## config.mk

```make
export PLATFORM = sky130hd
export DESIGN_NAME = quinary_codec
export DESIGN_NICKNAME = d
export VERILOG_FILES = /design/src/rtl/qmap_pkg.sv /design/src/rtl/qmap_digit_sel.sv /design/src/rtl/qmap_mac.sv /design/src/rtl/qmap_tx.sv /design/src/rtl/qmap_rx.sv /design/src/rtl/quinary_codec.sv
export SDC_FILE = /design/constraint.sdc
export NUM_CORES = 1
export LEC_CHECK = 0
export BUFFER_PORTS_ARGS = -buffer_cell sky130_fd_sc_hd__buf_2
export CAP_MARGIN = 10
export CELL_PAD_IN_SITES_DETAIL_PLACEMENT = 0
export CELL_PAD_IN_SITES_GLOBAL_PLACEMENT = 2
export CORE_ASPECT_RATIO = 1.2
export CORE_MARGIN = 2
export CORE_UTILIZATION = 34
export CTS_CLUSTER_SIZE = 12
export DETAILED_ROUTE_END_ITERATION = 12
export PLACE_DENSITY_LB_ADDON = 0.1
export RECOVER_POWER = 100
export SYNTH_ARGS = -nofsm -noshare
export SYNTH_HDL_FRONTEND = slang
export SYNTH_SLANG_ARGS = --single-unit
```

## constraint.sdc

```tcl
create_clock -name clk -period 7.2 [get_ports clk]
set_clock_uncertainty 0.1 [all_clocks]
set_input_delay 1.08 -clock clk [delete_from_list [all_inputs] [get_ports clk]]
set_output_delay 1.08 -clock clk [all_outputs]
set_load 0.005 [all_outputs]
```

## src/rtl/qmap_pkg.sv

```systemverilog
// Shared constants and helpers for the quinary mapper and demapper.
// Assumes the radix and group length give RADIX^DIGITS >= 2^WORD_W.
package qmap_pkg;

    localparam int QM_WORD_W = 16;
    localparam int QM_DIGITS = 7;
    localparam int QM_RADIX  = 5;

    // Integer power used to size accumulators and build weight tables.
    function automatic longint radix_pow(input int r, input int n);
        longint p;
        p = 1;
        for (int i = 0; i < n; i++) begin
            p = p * r;
        end
        return p;
    endfunction

endpackage

```

## src/rtl/qmap_digit_sel.sv

```systemverilog
// Picks the next most significant digit from a remaining value and the
// weight of the digit position, and returns the value left after removal.
// Assumes rem < weight * RADIX, so the digit fits below RADIX.
module qmap_digit_sel #(
    parameter int ACC_W = 17,
    parameter int SYM_W = 3,
    parameter int RADIX = 5
) (
    input  logic [ACC_W-1:0] rem,
    input  logic [ACC_W-1:0] weight,
    output logic [SYM_W-1:0] digit,
    output logic [ACC_W-1:0] rem_next
);

    localparam int PW = ACC_W + SYM_W;

    logic [RADIX-2:0] ge;
    logic [PW-1:0]    taken;

    // One comparator per candidate digit value 1..RADIX-1.
    for (genvar d = 1; d < RADIX; d++) begin : g_cmp
        assign ge[d-1] = PW'(rem) >= (PW'(d) * PW'(weight));
    end

    // Thermometer count of passed comparisons gives the digit; subtract its weight.
    always_comb begin
        digit    = SYM_W'($countones(ge));
        taken    = PW'(digit) * PW'(weight);
        rem_next = rem - taken[ACC_W-1:0];
    end

endmodule

```

## src/rtl/qmap_mac.sv

```systemverilog
// Multiply-by-radix and add step for the demapper accumulator.
// Assumes the caller keeps acc_in below RADIX^(DIGITS-1) so the result fits.
module qmap_mac #(
    parameter int ACC_W = 17,
    parameter int SYM_W = 3,
    parameter int RADIX = 5
) (
    input  logic [ACC_W-1:0] acc_in,
    input  logic [SYM_W-1:0] sym,
    output logic [ACC_W-1:0] acc_out
);

    localparam int PW = ACC_W + SYM_W;

    logic [PW-1:0] scaled;

    // Shift the accumulated digits up one place and append the new one.
    always_comb begin
        scaled  = PW'(acc_in) * PW'(RADIX);
        acc_out = scaled[ACC_W-1:0] + ACC_W'(sym);
    end

endmodule

```

## src/rtl/qmap_tx.sv

```systemverilog
// Mapper: takes a binary word on valid/ready and issues its base-RADIX
// digits, most significant first, one per symbol strobe. Ready stays low
// for the whole group. Assumes sym_stb is a single-cycle request.
module qmap_tx
    import qmap_pkg::*;
#(
    parameter int WORD_W = QM_WORD_W,
    parameter int DIGITS = QM_DIGITS,
    parameter int RADIX  = QM_RADIX
) (
    input  logic              clk,
    input  logic              rst_n,
    input  logic              in_valid,
    input  logic [WORD_W-1:0] in_data,
    output logic              in_ready,
    input  logic              sym_stb,
    output logic [$clog2(RADIX)-1:0] sym_out,
    output logic              sym_vld
);

    localparam int SYM_W = $clog2(RADIX);
    localparam int ACC_W = $clog2(radix_pow(RADIX, DIGITS));
    localparam int IDX_W = $clog2(DIGITS);
    localparam int PW    = ACC_W + SYM_W;
    localparam logic [IDX_W-1:0] LAST = IDX_W'(DIGITS - 1);

    logic [ACC_W-1:0] wtab [DIGITS];
    logic             busy;
    logic [IDX_W-1:0] idx;
    logic [ACC_W-1:0] rem;
    logic [ACC_W-1:0] rem_nx;
    logic [SYM_W-1:0] dig;
    logic [SYM_W-1:0] sym_q;
    logic             vld_q;

    // Weight of each digit position, most significant position first.
    for (genvar i = 0; i < DIGITS; i++) begin : g_w
        assign wtab[i] = ACC_W'(radix_pow(RADIX, DIGITS - 1 - i));
    end

    qmap_digit_sel #(
        .ACC_W (ACC_W),
        .SYM_W (SYM_W),
        .RADIX (RADIX)
    ) u_sel (
        .rem      (rem),
        .weight   (wtab[idx]),
        .digit    (dig),
        .rem_next (rem_nx)
    );

    // Group sequencing: load on handshake, step one digit per strobe.
    always_ff @(posedge clk) begin
        if (!rst_n) begin
            busy <= 1'b0;
            idx  <= '0;
            rem  <= '0;
        end else if (busy) begin
            if (sym_stb) begin
                rem <= rem_nx;
                if (idx == LAST) begin
                    busy <= 1'b0;
                    idx  <= '0;
                end else begin
                    idx <= idx + 1'b1;
                end
            end
        end else if (in_valid) begin
            busy <= 1'b1;
            idx  <= '0;
            rem  <= ACC_W'(in_data);
        end
    end

    // Output register: one-cycle digit pulse per serviced strobe.
    always_ff @(posedge clk) begin
        if (!rst_n) begin
            sym_q <= '0;
            vld_q <= 1'b0;
        end else begin
            vld_q <= busy && sym_stb;
            if (busy && sym_stb) begin
                sym_q <= dig;
            end
        end
    end

    assign in_ready = !busy;
    assign sym_out  = sym_q;
    assign sym_vld  = vld_q;

    // Remaining value always fits the digits still to be issued.
    p_rem_bound_r2: assert property (@(posedge clk) disable iff (!rst_n)
        busy |-> (PW'(rem) < PW'(wtab[idx]) * PW'(RADIX)));

    // Issued digits stay inside the alphabet.
    p_sym_range_r1: assert property (@(posedge clk) disable iff (!rst_n)
        sym_vld |-> (sym_out < SYM_W'(RADIX)));

    // Ready drops right after a word is taken.
    p_ready_drop_r3: assert property (@(posedge clk) disable iff (!rst_n)
        (in_valid && in_ready) |=> !in_ready);

    // Ready returns right after the last digit is requested.
    p_ready_back_r3: assert property (@(posedge clk) disable iff (!rst_n)
        (busy && sym_stb && idx == LAST) |=> in_ready);

    // A digit pulse always answers a strobe one cycle earlier.
    p_sym_follows_stb_r5: assert property (@(posedge clk) disable iff (!rst_n)
        $rose(sym_vld) |-> $past(sym_stb));

endmodule

```

## src/rtl/qmap_rx.sv

```systemverilog
// Demapper: accumulates DIGITS base-RADIX digits, most significant first,
// and outputs the word with a one-cycle valid pulse plus a range error flag.
// Assumes every digit presented with sym_in_vld is below RADIX.
module qmap_rx
    import qmap_pkg::*;
#(
    parameter int WORD_W = QM_WORD_W,
    parameter int DIGITS = QM_DIGITS,
    parameter int RADIX  = QM_RADIX
) (
    input  logic              clk,
    input  logic              rst_n,
    input  logic              resync,
    input  logic [$clog2(RADIX)-1:0] sym_in,
    input  logic              sym_in_vld,
    output logic [WORD_W-1:0] word_out,
    output logic              word_vld,
    output logic              word_err
);

    localparam int SYM_W = $clog2(RADIX);
    localparam int ACC_W = $clog2(radix_pow(RADIX, DIGITS));
    localparam int IDX_W = $clog2(DIGITS);
    localparam logic [IDX_W-1:0] LAST = IDX_W'(DIGITS - 1);

    logic [ACC_W-1:0] ptab [DIGITS];
    logic [IDX_W-1:0] cnt;
    logic [ACC_W-1:0] acc;
    logic [ACC_W-1:0] acc_nx;
    logic [WORD_W-1:0] word_q;
    logic             vld_q;
    logic             err_q;

    // Upper bound of the accumulator after j collected digits.
    for (genvar j = 0; j < DIGITS; j++) begin : g_p
        assign ptab[j] = ACC_W'(radix_pow(RADIX, j));
    end

    qmap_mac #(
        .ACC_W (ACC_W),
        .SYM_W (SYM_W),
        .RADIX (RADIX)
    ) u_mac (
        .acc_in  (acc),
        .sym     (sym_in),
        .acc_out (acc_nx)
    );

    // Digit collection with resync taking priority over an incoming digit.
    always_ff @(posedge clk) begin
        if (!rst_n) begin
            cnt <= '0;
            acc <= '0;
        end else if (resync) begin
            cnt <= '0;
            acc <= '0;
        end else if (sym_in_vld) begin
            if (cnt == LAST) begin
                cnt <= '0;
                acc <= '0;
            end else begin
                cnt <= cnt + 1'b1;
                acc <= acc_nx;
            end
        end
    end

    // Result register: word, range flag and single-cycle valid.
    always_ff @(posedge clk) begin
        if (!rst_n) begin
            word_q <= '0;
            err_q  <= 1'b0;
            vld_q  <= 1'b0;
        end else begin
            vld_q <= !resync && sym_in_vld && (cnt == LAST);
            if (!resync && sym_in_vld && cnt == LAST) begin
                word_q <= acc_nx[WORD_W-1:0];
                err_q  <= |acc_nx[ACC_W-1:WORD_W];
            end
        end
    end

    assign word_out = word_q;
    assign word_vld = vld_q;
    assign word_err = err_q;

    // Input assumption: digits are inside the alphabet.
    p_sym_in_range_r1: assert property (@(posedge clk) disable iff (!rst_n)
        sym_in_vld |-> (sym_in < SYM_W'(RADIX)));

    // Accumulator never exceeds what cnt digits can encode.
    p_acc_bound_r6: assert property (@(posedge clk) disable iff (!rst_n)
        acc < ptab[cnt]);

    // Word valid is a single-cycle pulse.
    p_vld_pulse_r6: assert property (@(posedge clk) disable iff (!rst_n)
        word_vld |=> !word_vld);

    // A resync cycle never completes a word.
    p_resync_drop_r8: assert property (@(posedge clk) disable iff (!rst_n)
        resync |=> !word_vld);

    // Error flag only changes when a new word is presented.
    p_err_hold_r7: assert property (@(posedge clk) disable iff (!rst_n)
        !word_vld |-> $stable(word_err));

endmodule

```

## src/rtl/quinary_codec.sv

```systemverilog
// Top level: binary-to-quinary mapper and quinary-to-binary demapper on a
// shared clock and reset. The two halves have no internal connection.
module quinary_codec
    import qmap_pkg::*;
#(
    parameter int WORD_W = QM_WORD_W,
    parameter int DIGITS = QM_DIGITS,
    parameter int RADIX  = QM_RADIX
) (
    input  logic              clk,
    input  logic              rst_n,
    input  logic              tx_valid,
    input  logic [WORD_W-1:0] tx_data,
    output logic              tx_ready,
    input  logic              sym_stb,
    output logic [$clog2(RADIX)-1:0] tx_sym,
    output logic              tx_sym_vld,
    input  logic              rx_resync,
    input  logic [$clog2(RADIX)-1:0] rx_sym,
    input  logic              rx_sym_vld,
    output logic [WORD_W-1:0] rx_word,
    output logic              rx_word_vld,
    output logic              rx_word_err
);

    qmap_tx #(
        .WORD_W (WORD_W),
        .DIGITS (DIGITS),
        .RADIX  (RADIX)
    ) u_tx (
        .clk      (clk),
        .rst_n    (rst_n),
        .in_valid (tx_valid),
        .in_data  (tx_data),
        .in_ready (tx_ready),
        .sym_stb  (sym_stb),
        .sym_out  (tx_sym),
        .sym_vld  (tx_sym_vld)
    );

    qmap_rx #(
        .WORD_W (WORD_W),
        .DIGITS (DIGITS),
        .RADIX  (RADIX)
    ) u_rx (
        .clk        (clk),
        .rst_n      (rst_n),
        .resync     (rx_resync),
        .sym_in     (rx_sym),
        .sym_in_vld (rx_sym_vld),
        .word_out   (rx_word),
        .word_vld   (rx_word_vld),
        .word_err   (rx_word_err)
    );

endmodule

```

==> flow_summary.yaml <==
clock_network:
  root_buffer: "clkbuf_16"
  clkLatencyLatePin_ns: 0.34
  post_cts_buffers: 0
  clk_path_buf_depth: 2
  cts-buffers-inserted: 9
  tritoncts: "yes"
  cts_hold_buf: 0
  clkSinkCount: 63
  clkSlewWorstSetupHoldPaths_ns: 0.06
  htreeDepth: 3
worst_setup_path:
  required_ns: 7.35
  max_stage_delay_ns: 0.53
  critPathBufInv: 5
  cp-end-kind: "flop"
  critical_path_class: "reg -> reg"
  rr_worst_depth: 27
  crit_path_start_kind: "flop"
  cp_top_family: "adder cells"
  crit_cells: 27
  critPathMaxFanout: 8
  cpMaxStageDelayCell: "or3b_2"
  cp.arrival_ns: 6.92
route:
  wl_um: 18590
  drc_errors: 0
  firstDrtPassIters: 4
  drtIter0Drc: 183
  drt.antenna.violating_nets: 0
  avgViaCountPerCell: 5.274
  vias: 5569
  routedWlPerCell_um: 17.60
sta:
  setup_viol: 0
  hold_violations: 0
  fin_tns_setup_ns: 0
  slew_headroom: -0.004175
  min_period_over_period: 0.9396
  fmax_mhz: 147.8
  tightest_slew_ns: 1.506
  drv_slew: 22
  setup_slack_ns: 0.4350
  fin_crit_ns: 6.765
global_routing:
  gr-total-overflow: 0
  grt_max_degree: 23
  antenna_found_initial: 1
  grt_pass1_wl_um: 30640
  grtUsageTotal: 0.1995
  first_global_vias: 5914
final_layout:
  layoutNonFillerInstCount: 1056
  areaGrowthSynthToFinish_pct: 15.23
  final_nets: 994
  nFillCells: 1881
  antenna_cells: 0
  layout-drive-gt1-share: 0.1166
floorplan:
  core-area_um2: 18170
  pin_count: 48
  die_x_um: 128.2
  initial_core_util: 0.3463
  core.rowCount: 54
  die_h_um: 153.0
  dieArea_um2: 19620
status:
  violations: "capacitance limit, slew limit"
  status: "finished with violations"
synthesis:
  synthCells: 766
  yosysUniqueCellTypes: 63
  synth.cell_area_um2: 6294
  synth_seq_cells: 63
  ys_warn_count: 0
  synth_nets: 933
  synth-edff-count: 0
  async_reset_ff_frac: 0
  syn_avg_cell_area_um2: 8.216
  synth_top_flop_cell: "dfxtp_1"
  seq_area_frac_synth: 0.2004
placement:
  io_buffer_count: 47
  gp_congestion: 0.8635
  pre_cts_slack_ns: 0.05631
  placed_cells: 1040
  dp.final_hpwl_um: 14820
min_path:
  min_path_cells: 2
  min_path_type: "reg -> reg"
flow_run:
  maxCapViolCount: 1
path summary, 6_finish.rpt:
kind,slack [ns],end,from
setup / recovery,0.44,u_tx.rem[15],u_tx.idx[0]
hold / removal,0.35,u_rx.word_out[5],u_rx.word_out[5]
hold reg to reg,0.35,u_rx.word_out[5],u_rx.word_out[5]
setup reg to reg,0.44,u_tx.rem[15],u_tx.idx[0]
layout by cell type (no fill, tap or decap), drive strengths merged, types with 5 or more instances in the layout:
cell type	Yosys	routed
xor2	13	13
ha	119	119
a31oi	9	9
fa	23	23
clkbuf	20	24
nand2b	8	8
o21a	13	13
nor3	13	13
buf	1	57
nand4	6	6
a22oi	11	11
dfxtp	63	63
or2	5	5
nor2	53	53
a22o	7	7
a211oi	9	9
nand2	90	90
a21oi	70	70
a21o	10	10
o21ai	41	41
xnor2	19	19
nor2b	8	8
inv	80	83
mux2i	6	6
o211ai	8	8
cells by family after synthesis:
| logic type | share of synthesized area |
|---|---|
| compound gates | 0.2225 |
| buf+inv | 0.06262 |
| fa+ha+maj | 0.3097 |
| xor+xnor | 0.04453 |
| mux | 0.01252 |
| simple gates | 0.1477 |
| flops | 0.2004 |
sequential cells by signal (all words and copies together) (netlist names):
register	cells
u_rx.cnt	3
u_rx.word_err	1
u_rx.acc	17
u_tx.rem	17
u_tx.busy	1
u_rx.word_vld	1
u_tx.idx	3
u_rx.word_out	16
u_tx.sym_vld	1
u_tx.sym_out	3
layer usage:
layer	routed length (µm)	part of all wire	track usage	up-vias
li1	-	-	-	2813
met1	7957	0.43	0.2327	2664
met2	9720	0.52	0.3670	63
met3	416	0.022	0.03045	27
met4	478	0.026	0.06698	2
met5	13	0.00070	0	-
area by class of cell:
class / count / area [µm²] / share of cell area
Clock buffer: 10 / 239.0 / 0.03295
Clock inverter: 6 / 115.1 / 0.01587
Tap cell: 224 / 280.3 / 0.03865
Sequential cell: 63 / 1264 / 0.1743
Timing Repair Buffer: 71 / 392.9 / 0.05418
Multi-Input combinational cell: 600 / 4649 / 0.6411
Inverter: 82 / 311.5 / 0.04296
Yosys cell counts (4+ instances only):
library cell / n / area, µm²
nand2_1: 90 / 337.8
clkbuf_1: 20 / 75.07
dfxtp_1: 63 / 1261
a211oi_1: 9 / 67.56
a21oi_1: 69 / 345.3
a21o_1: 10 / 75.07
and3_1: 4 / 25.02
xnor2_1: 19 / 166.4
nand4_1: 6 / 37.54
a31oi_1: 9 / 56.30
nor2b_1: 7 / 43.79
and2_1: 4 / 25.02
o21a_1: 13 / 97.59
mux2i_1: 5 / 50.05
nor2_1: 53 / 198.9
o211ai_1: 8 / 60.06
or2_2: 4 / 25.02
ha_1: 119 / 1489
inv_1: 80 / 300.3
a2111oi_0: 4 / 35.03
nand2b_1: 8 / 50.05
nor3_1: 13 / 65.06
fa_1: 23 / 460.4
a22o_1: 7 / 61.31
o21ai_0: 41 / 205.2
a22oi_1: 11 / 82.58
xor2_1: 13 / 113.9
what timing repair did:
item                                    4_1_cts  5_1_grt
hold endpoints to repair                      0        0
gates resized for setup                       0       16
endpoints found under the setup margin        0        8
metrics by stage:
step	instance area [µm²]	hold slack, ns	util
final	7252	0.3522	0.3990
after global routing	7252	0.3744	0.3990
after detailed placement	6908	0.3468	0.3801
after floorplan	6294	0.3291	-
after global placement	6908	0.3404	0.3801
after CTS	7262	0.3556	0.3996
tightest hold or removal path, stage by stage (launching register included):
cell and delay [ns]:
dfxtp_1 0.31, nand2_1 0.05, a21oi_1 0.05
Power is left out: the tool's default activity adds up to more than one toggle a clock period on the data nets, which glitch-free logic cannot reach.
